$ cat config.mk
export PLATFORM = sky130hd
export DESIGN_NAME = i2c_cmd_engine
export DESIGN_NICKNAME = d
export VERILOG_FILES = /design/src/rtl/i2c_cmd_pkg.sv /design/src/rtl/i2c_cmd_lane_pick.sv /design/src/rtl/i2c_cmd_lane_place.sv /design/src/rtl/i2c_cmd_engine.sv
export SDC_FILE = /design/constraint.sdc
export NUM_CORES = 1
export LEC_CHECK = 0
export ABC_CLOCK_PERIOD_IN_PS = 3180
export CAP_MARGIN = 20
export CORE_MARGIN = 2
export CORE_UTILIZATION = 40
export DETAILED_ROUTE_END_ITERATION = 10
export DONT_BUFFER_PORTS = 1
export SETUP_SLACK_MARGIN = 0.05
export SLEW_MARGIN = 20
export SYNTH_ARGS = -nofsm -noshare
export SYNTH_HDL_FRONTEND = slang
export SYNTH_SLANG_ARGS = --single-unit
$ cat constraint.sdc
create_clock -name clk -period 3.18 [get_ports clk]
set_clock_uncertainty 0.05 [all_clocks]
set_input_delay 0.477 -clock clk [delete_from_list [all_inputs] [get_ports clk]]
set_output_delay 0.477 -clock clk [all_outputs]
set_load 0.1 [all_outputs]
$ cat src/rtl/i2c_cmd_pkg.sv
package i2c_cmd_pkg;
    localparam int CMD_W      = 64;
    localparam int EXT_W      = 40;
    localparam int DATA_LANES = 4;
    localparam int IDX_W      = $clog2(2 * DATA_LANES);
    localparam int LANE_BITS  = 8 * DATA_LANES;

    localparam int VALID_B  = 63;
    localparam int RES_B    = 62;
    localparam int COMB_B   = 57;
    localparam int EIA_B    = 56;
    localparam int SIZE_LSB = 52;
    localparam int ADDR_LSB = 40;
    localparam int IA_LSB   = 32;

    typedef enum logic [2:0] {
        BE_START  = 3'd0,
        BE_RSTART = 3'd1,
        BE_WRITE  = 3'd2,
        BE_READ   = 3'd3,
        BE_STOP   = 3'd4
    } be_op_t;

    typedef enum logic [3:0] {
        S_IDLE, S_START, S_ADDR, S_IA_HI, S_IA_LO,
        S_RSTART, S_RADDR, S_WDATA, S_RDATA, S_STOP
    } seq_state_t;
endpackage

$ cat src/rtl/i2c_cmd_lane_pick.sv
module i2c_cmd_lane_pick import i2c_cmd_pkg::*; (
    input  logic [LANE_BITS-1:0] main_lanes,
    input  logic [LANE_BITS-1:0] ext_lanes,
    input  logic [IDX_W-1:0]     rev,
    output logic [7:0]           byte_o
);
    localparam int N = 2 * DATA_LANES;
    logic [7:0] all_bytes [N];

    for (genvar i = 0; i < N; i++) begin : g_lane
        if (i < DATA_LANES) begin : g_main
            assign all_bytes[i] = main_lanes[8*i +: 8];
        end else begin : g_ext
            assign all_bytes[i] = ext_lanes[8*(i-DATA_LANES) +: 8];
        end
    end

    assign byte_o = all_bytes[rev];
endmodule

$ cat src/rtl/i2c_cmd_lane_place.sv
module i2c_cmd_lane_place import i2c_cmd_pkg::*; (
    input  logic [LANE_BITS-1:0] main_lanes,
    input  logic [LANE_BITS-1:0] ext_lanes,
    input  logic [IDX_W-1:0]     rev,
    input  logic [7:0]           byte_i,
    output logic [LANE_BITS-1:0] main_o,
    output logic [LANE_BITS-1:0] ext_o
);
    for (genvar i = 0; i < DATA_LANES; i++) begin : g_lane
        assign main_o[8*i +: 8] = (rev == IDX_W'(i))
                                ? byte_i : main_lanes[8*i +: 8];
        assign ext_o[8*i +: 8]  = (rev == IDX_W'(i + DATA_LANES))
                                ? byte_i : ext_lanes[8*i +: 8];
    end
endmodule

$ cat src/rtl/i2c_cmd_engine.sv
module i2c_cmd_engine import i2c_cmd_pkg::*; #(
    parameter logic [7:0] STAT_AW_NAK = 8'h20,
    parameter logic [7:0] STAT_AR_NAK = 8'h48,
    parameter logic [7:0] STAT_D_NAK  = 8'h30
) (
    input  logic             clk,
    input  logic             rst_n,
    input  logic             cmd_wr,
    input  logic [CMD_W-1:0] cmd_wdata,
    input  logic             ext_wr,
    input  logic [EXT_W-1:0] ext_wdata,
    output logic [CMD_W-1:0] cmd_rdata,
    output logic [EXT_W-1:0] ext_rdata,
    output logic             done_irq,
    output logic             be_req,
    output logic [2:0]       be_op,
    output logic [7:0]       be_wbyte,
    output logic             be_mack,
    input  logic             be_done,
    input  logic [7:0]       be_rbyte,
    input  logic             be_nak
);
    typedef struct packed {
        seq_state_t       st;
        logic [CMD_W-1:0] cmd;
        logic [EXT_W-1:0] ext;
        logic [IDX_W-1:0] idx;
        logic             fail;
        logic [7:0]       code;
        logic             irq;
    } regs_t;

    regs_t r_q, r_d;

    logic             f_rd, f_comb, f_eia, last;
    logic [IDX_W-1:0] f_size, rev;
    logic [6:0]       f_addr;
    logic [7:0]       pick_byte;
    logic [LANE_BITS-1:0] pl_main, pl_ext;
    be_op_t           op;

    assign f_rd   = r_q.cmd[RES_B];
    assign f_comb = r_q.cmd[COMB_B];
    assign f_eia  = r_q.cmd[EIA_B];
    assign f_size = r_q.cmd[SIZE_LSB +: IDX_W];
    assign f_addr = r_q.cmd[ADDR_LSB +: 7];
    assign last   = (r_q.idx == f_size);
    assign rev    = f_size - r_q.idx;

    i2c_cmd_lane_pick u_pick (
        .main_lanes (r_q.cmd[LANE_BITS-1:0]),
        .ext_lanes  (r_q.ext[LANE_BITS-1:0]),
        .rev        (rev),
        .byte_o     (pick_byte)
    );

    i2c_cmd_lane_place u_place (
        .main_lanes (r_q.cmd[LANE_BITS-1:0]),
        .ext_lanes  (r_q.ext[LANE_BITS-1:0]),
        .rev        (rev),
        .byte_i     (be_rbyte),
        .main_o     (pl_main),
        .ext_o      (pl_ext)
    );

    always_comb begin
        r_d     = r_q;
        r_d.irq = 1'b0;
        case (r_q.st)
            S_IDLE: begin
                if (ext_wr) r_d.ext = ext_wdata;
                if (cmd_wr) begin
                    r_d.cmd = cmd_wdata;
                    if (cmd_wdata[VALID_B]) begin
                        r_d.st   = S_START;
                        r_d.fail = 1'b0;
                        r_d.code = 8'h00;
                    end
                end
            end
            S_START:  if (be_done) r_d.st = S_ADDR;
            S_ADDR: if (be_done) begin
                r_d.idx = '0;
                if (be_nak) begin
                    r_d.fail = 1'b1;
                    r_d.code = (f_rd && !f_comb) ? STAT_AR_NAK : STAT_AW_NAK;
                    r_d.st   = S_STOP;
                end else if (f_comb) begin
                    r_d.st = f_eia ? S_IA_HI : S_IA_LO;
                end else begin
                    r_d.st = f_rd ? S_RDATA : S_WDATA;
                end
            end
            S_IA_HI: if (be_done) begin
                if (be_nak) begin
                    r_d.fail = 1'b1;
                    r_d.code = STAT_D_NAK;
                    r_d.st   = S_STOP;
                end else begin
                    r_d.st = S_IA_LO;
                end
            end
            S_IA_LO: if (be_done) begin
                if (be_nak) begin
                    r_d.fail = 1'b1;
                    r_d.code = STAT_D_NAK;
                    r_d.st   = S_STOP;
                end else begin
                    r_d.st = f_rd ? S_RSTART : S_WDATA;
                end
            end
            S_RSTART: if (be_done) r_d.st = S_RADDR;
            S_RADDR: if (be_done) begin
                if (be_nak) begin
                    r_d.fail = 1'b1;
                    r_d.code = STAT_AR_NAK;
                    r_d.st   = S_STOP;
                end else begin
                    r_d.st = S_RDATA;
                end
            end
            S_WDATA: if (be_done) begin
                if (be_nak) begin
                    r_d.fail = 1'b1;
                    r_d.code = STAT_D_NAK;
                    r_d.st   = S_STOP;
                end else if (last) begin
                    r_d.st = S_STOP;
                end else begin
                    r_d.idx = r_q.idx + 1'b1;
                end
            end
            S_RDATA: if (be_done) begin
                r_d.cmd[LANE_BITS-1:0] = pl_main;
                r_d.ext[LANE_BITS-1:0] = pl_ext;
                if (last) r_d.st  = S_STOP;
                else      r_d.idx = r_q.idx + 1'b1;
            end
            S_STOP: if (be_done) begin
                r_d.st           = S_IDLE;
                r_d.cmd[VALID_B] = 1'b0;
                r_d.cmd[RES_B]   = !r_q.fail;
                if (r_q.fail) r_d.cmd[7:0] = r_q.code;
                r_d.irq          = 1'b1;
            end
            default: r_d.st = S_IDLE;
        endcase
    end

    always_ff @(posedge clk) begin
        if (!rst_n) begin
            r_q <= '{st: S_IDLE, default: '0};
        end else begin
            r_q <= r_d;
        end
    end

    always_comb begin
        op       = BE_STOP;
        be_wbyte = 8'h00;
        case (r_q.st)
            S_START:  op = BE_START;
            S_RSTART: op = BE_RSTART;
            S_ADDR:   begin op = BE_WRITE; be_wbyte = {f_addr, f_rd && !f_comb}; end
            S_RADDR:  begin op = BE_WRITE; be_wbyte = {f_addr, 1'b1}; end
            S_IA_HI:  begin op = BE_WRITE; be_wbyte = r_q.ext[IA_LSB +: 8]; end
            S_IA_LO:  begin op = BE_WRITE; be_wbyte = r_q.cmd[IA_LSB +: 8]; end
            S_WDATA:  begin op = BE_WRITE; be_wbyte = pick_byte; end
            S_RDATA:  op = BE_READ;
            default:  op = BE_STOP;
        endcase
    end

    assign be_op     = op;
    assign be_req    = (r_q.st != S_IDLE);
    assign be_mack   = (r_q.st == S_RDATA) && !last;
    assign cmd_rdata = r_q.cmd;
    assign ext_rdata = r_q.ext;
    assign done_irq  = r_q.irq;

    AST_IRQ_ON_FALL: assert property (@(posedge clk) disable iff (!rst_n)
        $fell(cmd_rdata[VALID_B]) |-> done_irq) else $error("irq missing");
    AST_IRQ_SINGLE: assert property (@(posedge clk) disable iff (!rst_n)
        done_irq |=> !done_irq) else $error("irq longer than one cycle");
    AST_REQ_ONLY_BUSY: assert property (@(posedge clk) disable iff (!rst_n)
        be_req |-> cmd_rdata[VALID_B]) else $error("request while idle");
    AST_END_AFTER_STOP: assert property (@(posedge clk) disable iff (!rst_n)
        $fell(cmd_rdata[VALID_B]) |-> ($past(be_op) == BE_STOP) && $past(be_done))
        else $error("ended without STOP");
    AST_BUSY_LOCK: assert property (@(posedge clk) disable iff (!rst_n)
        cmd_wr && cmd_rdata[VALID_B] |=> $stable(cmd_rdata[ADDR_LSB +: 7]))
        else $error("busy write took effect");
    AST_FAIL_HAS_CODE: assert property (@(posedge clk) disable iff (!rst_n)
        $fell(cmd_rdata[VALID_B]) && !cmd_rdata[RES_B] |-> cmd_rdata[7:0] != 8'h00)
        else $error("failure without code");
endmodule

# Yosys cells after proc, flatten, opt, wreduce, memory -nomap -nowiden

Index checks and enable logic that the tools add are counted.

Shifts and indexed selects: 0
Eq/ne operators: 42
Add/subtract/negate cells: 2
Magnitude comparators: 1
Multipliers: 0
Mux-type cells: 59
Div/mod/pow operators: 0
Bitwise gates (word level): 1
Reductions and logical operators: 30

Operator list:

| operator                                               | count |
|---|---|
| 2-to-1 mux 8 bit                                       | 12 |
| 2-to-1 mux 68 bit                                      | 1 |
| 2-to-1 mux 32 bit                                      | 2 |
| 2-to-1 mux 4 bit                                       | 16 |
| one-hot mux 32 bit (2 select lines)                    | 1 |
| 2-to-1 mux 9 bit                                       | 7 |
| one-hot mux 24 bit (2 select lines)                    | 1 |
| one-hot mux 9 bit (5 select lines)                     | 1 |
| one-hot mux 4 bit (10 select lines)                    | 1 |
| one-hot mux 8 bit (5 select lines)                     | 1 |
| 2-to-1 mux 35 bit                                      | 1 |
| inequality test 2 bit (second input constant)          | 16 |
| AND reduction 4 bit                                    | 7 |
| binary-select mux 8 bit (select 3 bit)                 | 1 |
| 2-to-1 mux 12 bit                                      | 2 |
| one-hot mux 8 bit (3 select lines)                     | 1 |
| inequality test 2 x 1 -> 1 bit (second input constant) | 9 |
| equality test 4 x 3 -> 1 bit (second input constant)   | 4 |
| equality test 3 bit (second input constant)            | 4 |
| one-hot mux 3 bit (4 select lines)                     | 1 |
| AND reduction 11 bit                                   | 1 |
| 2-to-1 mux 3 bit                                       | 3 |
| one-hot mux 3 bit (3 select lines)                     | 1 |
| AND reduction 9 bit                                    | 1 |
| 29 further kinds                                       | 40 |

Word-level logic and storage cells: 151
Memories: 0
Bits of input ports: 118
Bits in read-only memories: 0
Bits in latches: 0
Flip-flop bits (word level): 121
Bits in writable memories: 0
Output and inout bits: 118

# Longest topological paths before layout

Gate-level depths: netlist (run 1).

Depth in word-level cells: 6
Depth in mapped cells: 11
Depth with buffers taken out: 9

# By module

A second synthesis (run 1) with hierarchy kept.

Cell total of the unflattened synthesis: 891
Area, all modules: 7574.8 µm²

Modules (own cells, without submodules):

| module             | cells an instance | area each (µm²) | seq. area each (µm²) | instances |
|---|---|---|---|---|
| i2c_cmd_engine     | 787               | 6153.4          | 2322.2               | 1 |
| i2c_cmd_lane_place | 75                | 870.8           | 0.0                  | 1 |
| i2c_cmd_lane_pick  | 29                | 550.5           | 0.0                  | 1 |

# Worst setup path after synthesis (run 1)

Ideal clock, no wire load.

Kind: register -> output
Start point: register r_q[10] (netlist bit)
End point: output be_wbyte[0]
Slack: -1333 ps
Required time: 2653 ps
Arrival: 3986 ps
Stages on the path, launching flop included: 8
Buffers on the path: 1
Cells stage by stage: dfxtp_1 ha_1 inv_1 fa_1 clkbuf_1 mux4_2 mux2i_1 o21ai_0

Longest elaborated chain between the ends: 6

RTL lines:

| item                                                 | line                    | text |
|---|---|---|
| start: declaration                                   | i2c_cmd_engine.sv:33    | `regs_t r_q, r_d;` |
| start signal: assignment                             | i2c_cmd_engine.sv:154   | `r_q <= r_d;` |
| subtractor 3 bit                                     | i2c_cmd_engine.sv:48    | `assign rev = f_size - r_q.idx;` |
| NOT 3 -> 4 bit (implied by the code)                 | i2c_cmd_lane_pick.sv:18 | `assign byte_o = all_bytes[rev];` |
| binary-select mux 8 bit (select 3 bit)               | i2c_cmd_lane_pick.sv:18 |  |
| 2-to-1 mux 8 bit (implied by the code) (2 in series) | i2c_cmd_lane_pick.sv:18 |  |
| one-hot mux 8 bit (5 select lines)                   | i2c_cmd_engine.sv:161   | `case (r_q.st)` |
| end: declaration                                     | i2c_cmd_engine.sv:17    | `output logic [7:0] be_wbyte,` |

No other way between the ends. The select of a mux whose other input is x is not followed.

# Worst setup path in the final report (run 1)

Start point: register r_q[10] (netlist bit)
End point: output be_wbyte[6]

Same word-level chain as after synthesis.

==> key figures, run 1 <==
Layout
  – Most common cell after layout, fill and taps aside: nand2_1
  – Ant. Diodes: 0
  – Share of layout cells above drive strength 1: between 20% and 30%
  – Util after Layout: a little under half
  – Final instance area: about 0.008 sq mm
  – Fillers: ~1,600
  – Non-filler instance count after layout: 997
  – Final net count: between 800 and 900
  – Layout Area Growth over Synthesis: 14.98%
  – Most frequent cells in the layout: 143 x nand2_1, 115 x buf_4, 113 x dfxtp_1

Route
  – Via/cell ratio: 5.710
  – Antenna viol nets, final: 0
  – Routed WL per cell: about 23 microns
  – TritonRoute pass-1 iters: 5
  – DR DRC count: 0
  – Final wirelength: between 20,000 and 25,000 microns
  – Via count: 5,693
  – Initial DRC Count: 333

Placement
  – Buffers on Ports: 0
  – HPWL after DPL: ~17,000 microns
  – Placed cell area: around 0.007 sq mm
  – GPL Wtd Cong: 0.8257
  – Inst Count DP: between 900 and 1,000

Yosys
  – Mapped Nets: 913
  – Synthesized flop and latch total: 116
  – Syn Inst Count: about 790
  – Netlist Area Pre-Place: roughly 0.0068 sq mm
  – Asr flop ratio synth: 0%
  – Syn avg cell area: between 8 and 9 sq um
  – Register area share after synthesis: 33.94%
  – Top FF cell, synth: dfxtp_1
  – Yosys synthesis warning count: 0
  – Post-synth EDFFs: 0
  – Unique cell type count in the Yosys netlist: 55

CTS
  – Clock buffer depth: 2
  – Clock-pin slew on the worst setup and hold paths: 60 ps
  – Total CTS buffers: 17
  – H-tree depth: 4
  – Num Clock Sinks: about 120
  – CTS tree: done
  – Clk Tree Root Cell: clkbuf_16
  – Clock Latency Late Sink: 420 ps
  – # hold bufs at CTS: 0

Die
  – Full die area: approximately 0.018 sq mm
  – Initial Utilization: 41.11%
  – Chip Height: around 130 microns
  – Core Area: between 0.015 and 0.02 sq mm
  – FP Rows: 47
  – Die W: between 100 and 150 microns
  – # IOs: 236

Power and ir drop
  – Leak Pwr: around 0.0036 uW
  – Worst ir drop on vdd: between 0.0004 and 0.0005 V
  – Power per cell area: about 630 mW/mm^2

Timing
  – Worst Max-Slew Pin Slew: about 1000 ps
  – Tcrit/Tclk final: 106.1%
  – Max-slew violations: 0
  – Final worst slack: -193.7 ps
  – Number of endpoints failing setup at the final stage: 8
  – RSZ-0062 raised after global routing: true
  – Final Hold Viols: 0
  – Slew headroom: around 33%
  – Crit path time final: 3374 ps
  – Fin Hold WS: roughly 150 ps
  – Fmax achieved: around 300 MHz

GRT
  – First-pass GRT wire length: 33,590 microns
  – Largest net degree at the start of global routing: 115
  – GRT busiest layer: met2
  – Met3 usage in global routing: 9.197%
  – Tot GR Track Use: roughly 25%
  – Routing usage on met1: between 20% and 30%
  – Gr ovfl total: 0
  – M2 GR Usage: around two fifths
  – Vias in the first global route: around 5,600
  – Initial antenna violation count: 0

Critical path
  – Worst-path fanout max: 6
  – Critical-path cell list: ha_4 > inv_2 > fa_2 > buf_12 > mux4_2 > mux2i_1 > buf_4 > o21ai_4 > buf_12
  – CP top delay family: adder cells
  – RR Startpoint: r_q[10]
  – Worst setup EP type: primary output
  – Crit-path max cell delay: 620 ps
  – Crit Path Category: reg -> out
  – Buf/Inv on CP: 4
  – CP startpoint: r_q[10]
  – Startpoint types: flip-flop
  – Crit path top cell by count: buf_12
  – Worst EP arrival: between 2000 and 3000 ps
  – Critical Path RT: 2650 ps
  – Slowest CP cell: fa_2

Status
  – Violated checks: setup timing
  – Run status: finished, violations left

Worst hold path
  – HP Class: in -> reg
  – Hold Startpoint: cmd_wdata[55]

Job
  – Max Cap Viol: 0
==> per-layer routing <==
metal  wire (microns)  vias to the layer above
met3             2114                       35
met5                0                        -
met2            11200                      264
met4              696                        0
met1             8750                     2763
li1                 -                     2631
==> repair_timing <==
action	4_1_cts	5_1_grt
cloned	1	1
pin swaps	0	2
endpoints found under the setup margin	8	8
gates resized for setup	4	10
setup buffers	1	1
==> registers in the layout (all words and copies together) (netlist names) <==
signal,cells
ext_rdata,40
r_q,11
cmd_rdata,64
done_irq,1
==> path summary, 6_finish.rpt <==
| check | endpoint | slack, ps | cells after the start |
|---|---|---|---|
| worst min register to register | r_q[11] | 450 | 2 |
| worst max register to register | ext_rdata[27] | 540 | 8 |
| worst min-delay path | cmd_rdata[55] | 150 | 2 |
| worst max-delay path | be_wbyte[6] | -190 | 9 |
==> synth_stat cells, types with 14 or more instances <==
cell type	count	area share, %
a21oi_2	21	2.7
buf_4	106	12
mux4_2	16	5.3
a21oi_1	60	4.4
and2_1	14	1.3
o211a_1	61	8.9
dfxtp_1	116	34
a21boi_0	38	4.2
nand2_1	143	7.8
buf_2	20	1.5
nor2_1	14	0.77
clkbuf_1	33	1.8
o21ai_0	26	1.9
==> where the power goes <==
| part | internal [uW] | switching (uW) |
|---|---|---|
| combinational | 339 | 1050 |
| clock | 1200 | 690 |
| sequential | 1560 | 143 |
| total | 3100 | 1880 |
==> area by class of cell <==
type / instances / area (sq um) / share of cell area (%)
clock inverters: 9 / 105.1 / 1.336
clock buffers: 21 / 470.5 / 5.981
well taps: 220 / 275.3 / 3.499
flip-flops and latches: 116 / 2328 / 29.60
inverters: 9 / 33.78 / 0.4295
multi-input cells: 495 / 3532 / 44.90
repair buffers: 127 / 1121 / 14.25
==> metrics by stage <==
stage | power [uW] | TNS (ps) | worst slack, ps
3_3_place_gp | 3088 | 0 | 220.7
2_1_floorplan | 2970 | -55.07 | -55.07
5_1_grt | 5146 | -1848 | -280.5
6_report | 4984 | -1178 | -193.7
3_5_place_dp | 3104 | 0 | 130.8
4_1_cts | 5007 | -1437 | -230.4
==> logic make-up after synthesis <==
family / after synthesis / synth area share (%)
xor gates and xnor gates: 2 / 0.4755
DFF: 116 / 33.94
adders and majority gates: 4 / 0.8413
buffers and inverters: 180 / 16.61
AOI/OAI and AO/OA: 240 / 26.28
muxes: 28 / 7.023
and+or+nand+nor: 221 / 14.83
No activity file was read; power rests on OpenSTA's default activity.
==> inputs of run 2 (changes only) <==
--- a/config.mk
+++ b/config.mk
@@ -12,6 +12,7 @@
 export DETAILED_ROUTE_END_ITERATION = 10
 export DONT_BUFFER_PORTS = 1
 export SETUP_SLACK_MARGIN = 0.05
+export SKIP_CTS_REPAIR_TIMING = 1
 export SLEW_MARGIN = 20
 export SYNTH_ARGS = -nofsm -noshare
 export SYNTH_HDL_FRONTEND = slang
==> run 2 against run 1 <==
The run still ends with setup timing left. Combinational power is essentially flat. Total power is essentially flat. Worst setup slack better by 6.9 ps. Non-clock buffer count rose by 1. Critical path depth did not move. Register-to-register slack barely moved.
==> key figures, run 2 (synthesis results as in run 1) <==
Layout
  – Util after Layout: 47.27% (unchanged)
  – Fillers: 1,556 (was 1,555)
  – Most common cell after layout, fill and taps aside: nand2_1 (unchanged)
  – Share of layout cells above drive strength 1: 28.92% (was 28.83%)
  – Final net count: 889 (was 888)
  – Most frequent cells in the layout: 143 x nand2_1, 116 x buf_4, 113 x dfxtp_1 (was 143 x nand2_1, 115 x buf_4, 113 x dfxtp_1)
  – Final instance area: 0.007866 sq mm (unchanged)
  – Area occupied by multi-input gates: 0.003532 sq mm (unchanged)
  – Ant. Diodes: 0 (unchanged)
  – Reg area: 0.002328 sq mm (unchanged)
  – Max reg flops: 64 (unchanged)
  – Layout Area Growth over Synthesis: 14.98% (unchanged)

Critical path
  – CP startpoint: r_q[10] (unchanged)
  – Critical-path cell list: ha_4 > inv_2 > fa_2 > buf_12 > mux4_2 > mux2i_1 > buf_4 > o21ai_4 > buf_12 (unchanged)
  – CP top delay family: adder cells (unchanged)
  – Startpoint types: flip-flop (unchanged)
  – Crit Path Category: reg -> out (unchanged)
  – Worst-path fanout max: 6 (unchanged)
  – Crit-path max cell delay: 620 ps (about the same)
  – Worst setup EP type: primary output (unchanged)
  – Slowest CP cell: fa_2 (unchanged)
  – RR Startpoint: r_q[10] (unchanged)
  – Crit path top cell by count: buf_12 (unchanged)
  – Critical Path RT: 2650 ps (about the same)
  – Buf/Inv on CP: 4 (unchanged)
  – Worst EP arrival: 2840 ps (was 2850 ps)

CTS
  – Clock Latency Late Sink: 420 ps (about the same)
  – Clk Tree Root Cell: clkbuf_16 (unchanged)
  – Num Clock Sinks: 116 (unchanged)
  – CTS tree: done (unchanged)
  – Total CTS buffers: 17 (unchanged)
  – Clock-pin slew on the worst setup and hold paths: 60 ps (about the same)
  – Clock buffer depth: 2 (unchanged)
  – H-tree depth: 4 (unchanged)

Timing
  – Final Hold Viols: 0 (unchanged)
  – Worst Max-Slew Pin Slew: 1001 ps (was 1002 ps)
  – TNS Setup: -1102 ps (was -1178 ps)
  – Number of endpoints failing setup at the final stage: 8 (unchanged)
  – Max-slew violations: 0 (unchanged)
  – Final worst slack: -186.8 ps (was -193.7 ps)
  – Fmax achieved: 297.0 MHz (was 296.4 MHz)
  – Crit path time final: 3367 ps (was 3374 ps)
  – Fin Hold WS: 145.0 ps (was 147.1 ps)
  – Slew headroom: 33.16% (was 33.08%)
  – Tcrit/Tclk final: 105.9% (was 106.1%)
  – RSZ-0062 raised after global routing: true (unchanged)

Worst hold path
  – HP Class: in -> reg (unchanged)
  – Hold Startpoint: cmd_wdata[55] (unchanged)

GRT
  – Tot GR Track Use: 24.69% (was 24.77%)
  – Vias in the first global route: 5,618 (was 5,640)
  – Initial antenna violation count: 0 (unchanged)
  – Gr ovfl total: 0 (unchanged)
  – Largest net degree at the start of global routing: 115 (unchanged)
  – First-pass GRT wire length: 33,510 microns (was 33,590 microns)

Power and ir drop
  – Power per cell area: 634.0 mW/mm^2 (was 633.6 mW/mm^2)
  – Net Sw Power: 1886 uW (was 1881 uW)
  – Power share of the combinational group: 27.8% (about the same)
  – Worst ir drop on vdd: 0.0004006 V (about the same)
  – Leak Pwr: 0.003609 uW (unchanged)
  – Total Power: 4987 uW (was 4984 uW)
  – Internal: 3102 uW (was 3103 uW)
  – Seq pwr share: 34.2% (about the same)
  – Clock share of power: 38.0% (was 37.9%)
  – Switching Fraction: 37.81% (was 37.74%)

Die
  – Die W: 134.8 microns (unchanged)
  – Chip Height: 134.8 microns (unchanged)
  – # IOs: 236 (unchanged)
  – Core Area: 0.01664 sq mm (unchanged)
  – Full die area: 0.01817 sq mm (unchanged)
  – Initial Utilization: 41.11% (unchanged)
  – FP Rows: 47 (unchanged)

Route
  – Routed WL per cell: 22.84 microns (was 22.83 microns)
  – Initial DRC Count: 371 (was 333)
  – TritonRoute pass-1 iters: 7 (was 5)
  – Antenna viol nets, final: 0 (unchanged)
  – Via/cell ratio: 5.669 (was 5.710)
  – DR DRC count: 0 (unchanged)
  – Via count: 5,658 (was 5,693)
  – Final wirelength: 22,800 microns (was 22,770 microns)

Job
  – Max Cap Viol: 0 (unchanged)

Placement
  – GPL Wtd Cong: 0.8257 (unchanged)
  – Buffers on Ports: 0 (unchanged)
  – Placed cell area: 0.007173 sq mm (unchanged)
  – HPWL after DPL: 16,520 microns (unchanged)

Status
  – Violated checks: setup timing (unchanged)
  – Run status: finished, violations left (unchanged)
run 2: metrics by stage:
| step | cells | setup WS (ps) |
|---|---|---|
| final | 998 | -186.8 |
| after global routing | 998 | -273.1 |
| after CTS | 993 | -326.2 |
| after detailed placement | 963 | 130.8 |
| after global placement | 963 | 220.7 |
| after floorplan | 791 | -55.07 |
run 2: power groups by stage:
stage,clock [uW],sequential [uW],combinational [uW]
2_1_floorplan,0,1650,1320
3_5_place_dp,0,1740,1370
4_1_cts,1920,1710,1370
6_report,1900,1710,1390
5_1_grt,1980,1720,1440
3_3_place_gp,0,1740,1350
run 2: path summary, 6_finish.rpt:
check | to | slack [ps] | cells after the start
worst min-delay path | cmd_rdata[55] | 150 | 2
worst max-delay path | be_wbyte[6] | -190 | 9
worst max register to register | cmd_rdata[3] | 550 | 9
worst min register to register | r_q[11] | 450 | 2
run 2: final cells by class:
cell class | instances | area share, %
clock inverters | 9 | 1.336
clock buffers | 21 | 5.981
flip-flops and latches | 116 | 29.60
well taps | 220 | 3.499
multi-input cells | 495 | 44.90
inverters | 9 | 0.4295
repair buffers | 128 | 14.25
run 2: metal layers:
metal | GRT usage, % | share of wire [%] | wire length (microns) | vias up
met5 | 0 | 0 | 0 | -
met4 | 10.18 | 3.0 | 692 | 0
met3 | 9.197 | 9.4 | 2142 | 30
met2 | 41.60 | 49 | 11210 | 258
met1 | 28.23 | 38 | 8752 | 2740
li1 | - | - | - | 2630
